`src/rtl/occ_pkg.sv`:
```
package occ_pkg;

   typedef enum logic [1:0] {
      OCM_HOLD   = 2'b00,
      OCM_TOGGLE = 2'b01,
      OCM_CLEAR  = 2'b10,
      OCM_SET    = 2'b11
   } ocm_act_e;

   localparam int REG_COUNT = 0;
   localparam int REG_CMP   = 1;
   localparam int REG_CTRL  = 2;
   localparam int REG_FLAG  = 3;

   localparam int CTRL_FORCE_BIT = 2;
   localparam int CTRL_PWM_BIT   = 3;
   localparam int CTRL_MIN_W     = 4;

   function automatic logic apply_act(input ocm_act_e act, input logic cur);
      case (act)
         OCM_TOGGLE: apply_act = ~cur;
         OCM_CLEAR:  apply_act = 1'b0;
         OCM_SET:    apply_act = 1'b1;
         default:    apply_act = cur;
      endcase
   endfunction

endpackage

```
`src/rtl/occ_counter.sv`:
```
module occ_counter #(
   parameter int CNT_W = 8
) (
   input  logic             clk,
   input  logic             rst_n,
   input  logic             tick_i,
   input  logic             load_i,
   input  logic [CNT_W-1:0] load_val_i,
   output logic [CNT_W-1:0] cnt_o,
   output logic             hit_ok_o
);
   localparam logic [CNT_W-1:0] STEP = CNT_W'(1);

   logic [CNT_W-1:0] cnt_q;
   logic             blank_q;

   always_ff @(posedge clk or negedge rst_n) begin
      if (!rst_n) begin
         cnt_q   <= '0;
         blank_q <= 1'b0;
      end else if (load_i) begin
         cnt_q   <= load_val_i;
         blank_q <= 1'b1;
      end else if (tick_i) begin
         cnt_q   <= cnt_q + STEP;
         blank_q <= 1'b0;
      end
   end

   assign cnt_o    = cnt_q;
   assign hit_ok_o = tick_i && !load_i && !blank_q;

endmodule

```
`src/rtl/occ_match.sv`:
```
module occ_match #(
   parameter int CNT_W    = 8,
   parameter bit SET_WINS = 1'b1
) (
   input  logic             clk,
   input  logic             rst_n,
   input  logic             cmp_we_i,
   input  logic [CNT_W-1:0] cmp_d_i,
   input  logic [CNT_W-1:0] cnt_i,
   input  logic             hit_ok_i,
   input  logic             clr_i,
   output logic             match_o,
   output logic             flag_o
);
   logic [CNT_W-1:0] cmp_q;
   logic             flag_q;

   always_ff @(posedge clk or negedge rst_n) begin
      if (!rst_n)        cmp_q <= '0;
      else if (cmp_we_i) cmp_q <= cmp_d_i;
   end

   assign match_o = hit_ok_i && (cnt_i == cmp_q);

   generate
      if (SET_WINS) begin : g_set_first
         always_ff @(posedge clk or negedge rst_n) begin
            if (!rst_n)       flag_q <= 1'b0;
            else if (match_o) flag_q <= 1'b1;
            else if (clr_i)   flag_q <= 1'b0;
         end
      end else begin : g_clr_first
         always_ff @(posedge clk or negedge rst_n) begin
            if (!rst_n)       flag_q <= 1'b0;
            else if (clr_i)   flag_q <= 1'b0;
            else if (match_o) flag_q <= 1'b1;
         end
      end
   endgenerate

   assign flag_o = flag_q;

endmodule

```
`src/rtl/occ_wave.sv`:
```
module occ_wave
   import occ_pkg::*;
(
   input  logic     clk,
   input  logic     rst_n,
   input  ocm_act_e act_i,
   input  logic     match_i,
   input  logic     force_i,
   output logic     wave_o
);
   logic wave_q;

   always_ff @(posedge clk or negedge rst_n) begin
      if (!rst_n)                  wave_q <= 1'b0;
      else if (match_i || force_i) wave_q <= apply_act(act_i, wave_q);
   end

   assign wave_o = wave_q;

endmodule

```
`src/rtl/occ_unit.sv`:
```
module occ_unit
   import occ_pkg::*;
#(
   parameter int CNT_W    = 8,
   parameter int ADDR_W   = 2,
   parameter bit SET_WINS = 1'b1
) (
   input  logic              clk,
   input  logic              rst_n,
   input  logic              tick_i,
   input  logic              wr_en_i,
   input  logic [ADDR_W-1:0] wr_addr_i,
   input  logic [CNT_W-1:0]  wr_data_i,
   output logic [CNT_W-1:0]  count_o,
   output logic              cmp_flag_o,
   output logic              wave_o
);
   generate
      if (CNT_W < CTRL_MIN_W || CNT_W > 32) begin : g_bad_width
         $error("occ_unit: CNT_W must lie in 4..32");
      end
      if (ADDR_W < 2) begin : g_bad_addr
         $error("occ_unit: ADDR_W must be at least 2");
      end
   endgenerate

   logic     wr_cnt, wr_cmp, wr_ctrl, wr_clr;
   logic     hit_ok, match, force_req;
   ocm_act_e act_q, act_eff;

   assign wr_cnt  = wr_en_i && (wr_addr_i == ADDR_W'(REG_COUNT));
   assign wr_cmp  = wr_en_i && (wr_addr_i == ADDR_W'(REG_CMP));
   assign wr_ctrl = wr_en_i && (wr_addr_i == ADDR_W'(REG_CTRL));
   assign wr_clr  = wr_en_i && (wr_addr_i == ADDR_W'(REG_FLAG)) && wr_data_i[0];

   always_ff @(posedge clk or negedge rst_n) begin
      if (!rst_n)       act_q <= OCM_HOLD;
      else if (wr_ctrl) act_q <= ocm_act_e'(wr_data_i[1:0]);
   end

   assign act_eff   = wr_ctrl ? ocm_act_e'(wr_data_i[1:0]) : act_q;
   assign force_req = wr_ctrl && wr_data_i[CTRL_FORCE_BIT] && !wr_data_i[CTRL_PWM_BIT];

   occ_counter #(.CNT_W(CNT_W)) u_cnt (
      .clk        (clk),
      .rst_n      (rst_n),
      .tick_i     (tick_i),
      .load_i     (wr_cnt),
      .load_val_i (wr_data_i),
      .cnt_o      (count_o),
      .hit_ok_o   (hit_ok)
   );

   occ_match #(.CNT_W(CNT_W), .SET_WINS(SET_WINS)) u_match (
      .clk      (clk),
      .rst_n    (rst_n),
      .cmp_we_i (wr_cmp),
      .cmp_d_i  (wr_data_i),
      .cnt_i    (count_o),
      .hit_ok_i (hit_ok),
      .clr_i    (wr_clr),
      .match_o  (match),
      .flag_o   (cmp_flag_o)
   );

   occ_wave u_wave (
      .clk     (clk),
      .rst_n   (rst_n),
      .act_i   (act_eff),
      .match_i (match),
      .force_i (force_req),
      .wave_o  (wave_o)
   );

endmodule

```
`config.mk`:
```
export PLATFORM = sky130hd
export DESIGN_NAME = occ_unit
export DESIGN_NICKNAME = d
export VERILOG_FILES = /design/src/rtl/occ_pkg.sv /design/src/rtl/occ_counter.sv /design/src/rtl/occ_match.sv /design/src/rtl/occ_wave.sv /design/src/rtl/occ_unit.sv
export SDC_FILE = /design/constraint.sdc
export NUM_CORES = 1
export LEC_CHECK = 0
export BUFFER_PORTS_ARGS = -buffer_cell sky130_fd_sc_hd__buf_2
export CAP_MARGIN = 20
export CORE_UTILIZATION = 45
export DETAILED_ROUTE_END_ITERATION = 10
export GPL_ROUTABILITY_DRIVEN = 0
export PLACE_DENSITY = 0.78
export SLEW_MARGIN = 0
export SYNTH_ARGS = -nofsm -noshare
export SYNTH_HDL_FRONTEND = slang
export SYNTH_SLANG_ARGS = --single-unit
export TNS_END_PERCENT = 5
```
`constraint.sdc`:
```
create_clock -name clk -period 1.9 [get_ports clk]
set_clock_uncertainty 0.1 [all_clocks]
set_input_delay 0.19 -clock clk [delete_from_list [all_inputs] [get_ports clk]]
set_output_delay 0.19 -clock clk [all_outputs]
set_load 0.02 [all_outputs]
```
### Word-level counts from Yosys, hierarchy flattened

Index checks and enable logic that the tools add are counted.
Widths: inputs -> output; s select.

| operators by class | value |
|---|---|
| equal/unequal tests | 7 |
| reduce and logical (&&, ||, !) cells | 19 |
| shifts and indexed selects | 0 |
| add/subtract/negate cells | 1 |
| order comparisons | 0 |
| $mul | 0 |
| divide/modulo/power cells | 0 |
| bitwise logic cells | 1 |
| muxes and demuxes | 8 |

Operators with widths:

| cell | number |
|---|---|
| $mux 8 | 2 |
| $logic_and 1x1->1 | 10 |
| $add 8x1->8 const B | 1 |
| $eq 2x2->1 const B | 4 |
| $eq 8x8->1 | 1 |
| $eq 2x1->1 const B | 2 |
| $mux 1 | 4 |
| $reduce_bool 2->1 | 2 |
| $logic_not 1->1 | 3 |
| $pmux 1 s3 | 1 |
| $reduce_bool 3->1 | 1 |
| $logic_not 2->1 | 1 |
| $mux 2 | 1 |
| $reduce_and 2->1 | 1 |
| $logic_or 1x1->1 | 1 |
| $not 1->1 | 1 |

| word-level totals | value |
|---|---|
| bits in latches | 0 |
| RAM bits | 0 |
| memories | 0 |
| bits in read-only memories | 0 |
| register bits | 21 |
| logic and storage cells | 42 |

### Longest topological paths before layout

| depth | value |
|---|---|
| depth after elaboration | 8 |
| depth in mapped cells | 5 |

### Hierarchy

A second synthesis with hierarchy kept.

| second synthesis, totals | value |
|---|---|
| cell total of the unflattened synthesis | 104 |
| area total of the unflattened synthesis | 1126.1 µm² |

By module, submodules not included:

| module | cells an instance | instances | seq. area each (µm²) | area an instance (µm²) |
|---|---|---|---|---|
| occ_counter | 54 | 1 | 225.2 | 505.5 |
| occ_match | 32 | 1 | 225.2 | 430.4 |
| occ_unit | 11 | 1 | 50.0 | 130.1 |
| occ_wave | 7 | 1 | 25.0 | 60.1 |

### Worst setup path before layout

OpenSTA, ideal clock, no wires.

| timing path | value |
|---|---|
| path type | flip-flop to flip-flop |
| start point | reg u_cnt.cnt_q[2], in the netlist u_cnt.cnt_o[2] |
| end point | reg u_wave.wave_q, in the netlist u_wave.wave_o |
| setup time | 0.087 ns |
| required time | 1.713 ns |
| buffers on the path | 0 |
| period minus slack after synthesis | 2.037 ns |
| arrival time | 1.850 ns |
| stages on the path, launching flop included | 5 |
| slack | -0.137 ns |
| cells stage by stage | dfrtp_1 -> xor2_1 -> or4_4 -> or4b_1 -> a22oi_1 |

| between the ends | value |
|---|---|
| cells in the longest elaborated chain, start to end | 4 |

RTL lines:

| item | line | text |
|---|---|---|
| start: declaration | occ_counter.sv:14 | `logic [CNT_W-1:0] cnt_q;` |
| start signal: assignment | occ_counter.sv:22 | `cnt_q <= load_val_i;` |
| start signal: assignment | occ_counter.sv:25 | `cnt_q <= cnt_q + STEP;` |
| $eq 8x8->1 | occ_match.sv:23 | `assign match_o = hit_ok_i && (cnt_i == cmp_q);` |
| $logic_and 1x1->1 | occ_match.sv:23 |  |
| $logic_or 1x1->1 | occ_wave.sv:15 | `else if (match_i \|\| force_i) wave_q <= apply_act(act_i, wave_q);` |
| $reduce_and 2->1 (no source line) | -- |  |
| end signal: assignment | occ_wave.sv:15 |  |
| end: declaration | occ_wave.sv:11 | `logic wave_q;` |

Every way passes these cells.
A chain may end at the register's enable or synchronous reset.

### Final worst setup path

| timing path | value |
|---|---|
| start point | reg u_match.cmp_q[2] |
| end point | reg u_wave.wave_q, in the netlist u_wave.wave_o |

| between the ends | value |
|---|---|
| cells in the longest elaborated chain, start to end | 4 |

RTL lines:

| item | line | text |
|---|---|---|
| start: declaration | occ_match.sv:15 | `logic [CNT_W-1:0] cmp_q;` |
| start signal: assignment | occ_match.sv:20 | `else if (cmp_we_i) cmp_q <= cmp_d_i;` |
| $eq 8x8->1 | occ_match.sv:23 |  |
| $logic_and 1x1->1 | occ_match.sv:23 |  |
| $logic_or 1x1->1 | occ_wave.sv:15 |  |
| $reduce_and 2->1 (no source line) | -- |  |

Every way passes these cells.

==> flow_summary_export.csv <==
group,metric,value,unit
setup_path,path_class,"reg -> reg",
min_path,hold_path.class,"in -> reg",
place,io_buffers,23,
route,num_vias,863,
clocking,htreeDepth,1,
grt,grt_pass1_vias,833,
sta,tightest_slew,0.513,ns
route,ant_nets,0,
setup_path,crit_arrival,2.05,ns
floorplanning,initial_core_util,0.485,
yosys,yosysMostFrequentCell,"dfrtp_1",
clocking,numCtsBuffers,3,
cells_and_area,areaGrowthSynthToFinish,23.5,%
sta,finalHoldViolations,0,
grt,use_met2,0.320,
cells_and_area,diodes,0,
clocking,root_buffer,"clkbuf_4",
route,dr.pass1.iters,4,
route,drt_iter0_markers,5,
floorplanning,dieArea,2610,um2
run_status,outcome,"complete, but fails checks",
yosys,async_reset_ff_frac,1.00,
setup_path,critPathCaptureType,"flop",
clocking,cts.clk_slew.worst_paths,0.11,ns
route,drt-vias-per-instance,5.29,
yosys,yosysTopAreaCell,"dfrtp_1",
yosys,synthTopCellsByArea,"dfrtp_1 49%, mux2_2 9.4%, xor2_1 8.1%, nand2_1 5.2%, o21ai_0 4.2%",
grt,grt_overflow_total,0,
setup_path,worstPathMaxFanout,2,
route,drcViolationCount,0,
route,wire_per_inst,13.3,um
sta,fin_crit_sh,1.01,
grt,grt_use_met3,0.0268,
job,maxCapViolCount,0,
sta,timing.final.ws_setup,-0.0280,ns
sta,slew_violations,0,
sta,slew_headroom,0.657,
yosys,syn_area_per_cell,10.8,um2
pwr,leakage,0.617,nW
clocking,cts.repair.resized,0,
grt,antenna_found_initial,0,
yosys,yosysTopAreaCellShare,0.486,
sta,min_period,1.93,ns
yosys,ys_warn_count,0,
grt,grtUsageMet1,0.253,
floorplanning,die_height,51.0,um
place,dp_hpwl,1.62,mm
grt,grt_max_degree,22,
setup_path,max_stage_delay,0.52,ns
sta,whs,0.00625,ns
yosys,synth.distinct_cells,26,
cells_and_area,drive_gt1_frac,0.356,
pwr,peakVddDrop,708,uV
yosys,synth_edf_count,0,
pwr,power,1.56,mW
yosys,ys_ff_latch,21,
yosys,synth_cells,100,
setup_path,r2r_setup_slack,-0.03,ns
grt,top_usage_layer,"met2",
route,wl,2.17,mm
grt,grt_pass1_wl,3.67,mm
yosys,ys_top_cells_by_count,"21 x dfrtp_1, 15 x nand2_1, 10 x xor2_1",
cells_and_area,fin_nets,151,
cells_and_area,multi_input_area,537,um2
cells_and_area,nFillCells,201,
setup_path,cp.required,2.02,ns
yosys,yosysSeqAreaShare,0.486,
setup_path,startpoint_type,"flop",
setup_path,crit_chain,"xor2_1 > or4_4 > or4b_1 > a22oi_1",
setup_path,crit_slowest_cell,"or4_4",
cells_and_area,fin_util,0.598,
sta,fin_tns_setup,-0.0280,ns
yosys,yosys_most_used_dff,"dfrtp_1",
cells_and_area,regArea,528,um2
clocking,cts_tree,"done",
sta,max_freq,0.519,GHz
clocking,clk_latency,0.30,ns
floorplanning,rows,17,
floorplanning,core-area,2230,um2
clocking,cts.sinks,21,
floorplanning,io-pin-count,24,
grt,grt_use_total,0.194,
sta,setup_viol,1,
yosys,netlist_area,1080,um2
clocking,clk_path_buf_depth,2,
yosys,syn_nets,115,
sta,rsz0062_at_grt,"true",
pwr,power_density,1170,nW/um2
floorplanning,dieWidth,51.0,um
run_status,violations,"setup timing",
## cells by family after synthesis
| kind of cell | after synthesis | share of synthesized area |
|---|---|---|
| AOI/OAI and AO/OA | 15 | 0.0856 |
| and+or+nand+nor | 33 | 0.175 |
| adders and majority gates | 1 | 0.0116 |
| muxes | 10 | 0.103 |
| xor gates and xnor gates | 15 | 0.121 |
| buffers and inverters | 5 | 0.0185 |
| DFF | 21 | 0.486 |
## layer usage
layer  vias to the layer above  wire [um]
li1                        428          -
met1                       414        973
met2                        19       1080
met3                         2         89
met4                         0         24
met5                         -          0
## critical path: cells and delay by family (launching register included)
family	cells	cell delay [ns]
AOI/OAI and AO/OA	1	0.17
xor gates and xnor gates	1	0.17
DFF	1	0.40
and+or+nand+nor	2	1.03
## final cells by class
cell class | count | share of cell area
Multi-Input combinational cell | 74 | 0.402
Sequential cell | 21 | 0.395
Timing Repair Buffer | 34 | 0.152
Tap cell | 28 | 0.0262
Clock buffer | 4 | 0.0197
Inverter | 2 | 0.00562
## flip-flops by register name, summed over array words and instances (netlist names)
name and cells:
u_cnt.cnt_o 8, act_q 2, u_match.cmp_q 8, u_match.flag_o 1, u_cnt.blank_q 1, u_wave.wave_o 1
## power by group
part	switching (mW)	internal [mW]	leakage, nW	total [mW]
clock network	0.126	0.0817	0.0150	0.208
logic	0.343	0.327	0.349	0.670
registers	0.110	0.573	0.253	0.683
## final timing paths
check,start,to,cells after the start
worst max-delay path,u_match.cmp_q[2]$_DFFE_PN0P_,u_wave.wave_o$_DFFE_PN0P_,4
worst min-delay path,wr_data_i[5],u_cnt.cnt_o[5]$_DFFE_PN0P_,3
worst max register to register,u_match.cmp_q[2]$_DFFE_PN0P_,u_wave.wave_o$_DFFE_PN0P_,4
worst min register to register,u_cnt.blank_q$_DFFE_PN0P_,u_cnt.blank_q$_DFFE_PN0P_,1
max in group asynchronous,rst_n,u_cnt.cnt_o[4]$_DFFE_PN0P_,2
min in group asynchronous,rst_n,act_q[1]$_DFF_PN0_,2
## stage by stage
stage,worst slack (ns),std cells,cell area (um2)
2_1_floorplan,-0.0793,100,1080
3_3_place_gp,0.0134,154,1270
3_5_place_dp,-0.0187,154,1270
4_1_cts,-0.0201,161,1320
5_1_grt,-0.0897,163,1340
6_report,-0.0280,163,1340
## placed cells by master (no fill, tap or decap)
cell type	Yosys	final
nor3b_2	1	1
a22oi_1	1	1
and3b_1	1	1
dfrtp_1	21	19
dlygate4sd3_1	0	2
dfrtp_2	0	2
o21ai_0	9	9
buf_4	0	9
mux2_2	9	9
o31ai_1	2	2
and3_1	3	3
a21o_1	1	1
o221ai_1	1	1
nand3b_1	3	3
xor2_1	10	10
clkbuf_4	0	3
inv_1	2	2
or4b_1	1	1
buf_2	1	23
a41oi_1	1	1
nand2b_1	1	1
xnor2_1	5	5
mux2i_1	1	1
ha_1	1	1
nand4_1	5	5
nand2_1	15	15
nand3_1	1	1
or4_4	1	1
clkbuf_1	2	1
or3_1	1	1
## what timing repair did
action | in CTS | in global routing
hold buffers | 2 | 0
pin swaps | 1 | 0
endpoints found under the hold margin | 22 | 0
setup endpoints to repair | 1 | 1
setup buffers | 1 | 2
Power figures use the tool's default switching activity.
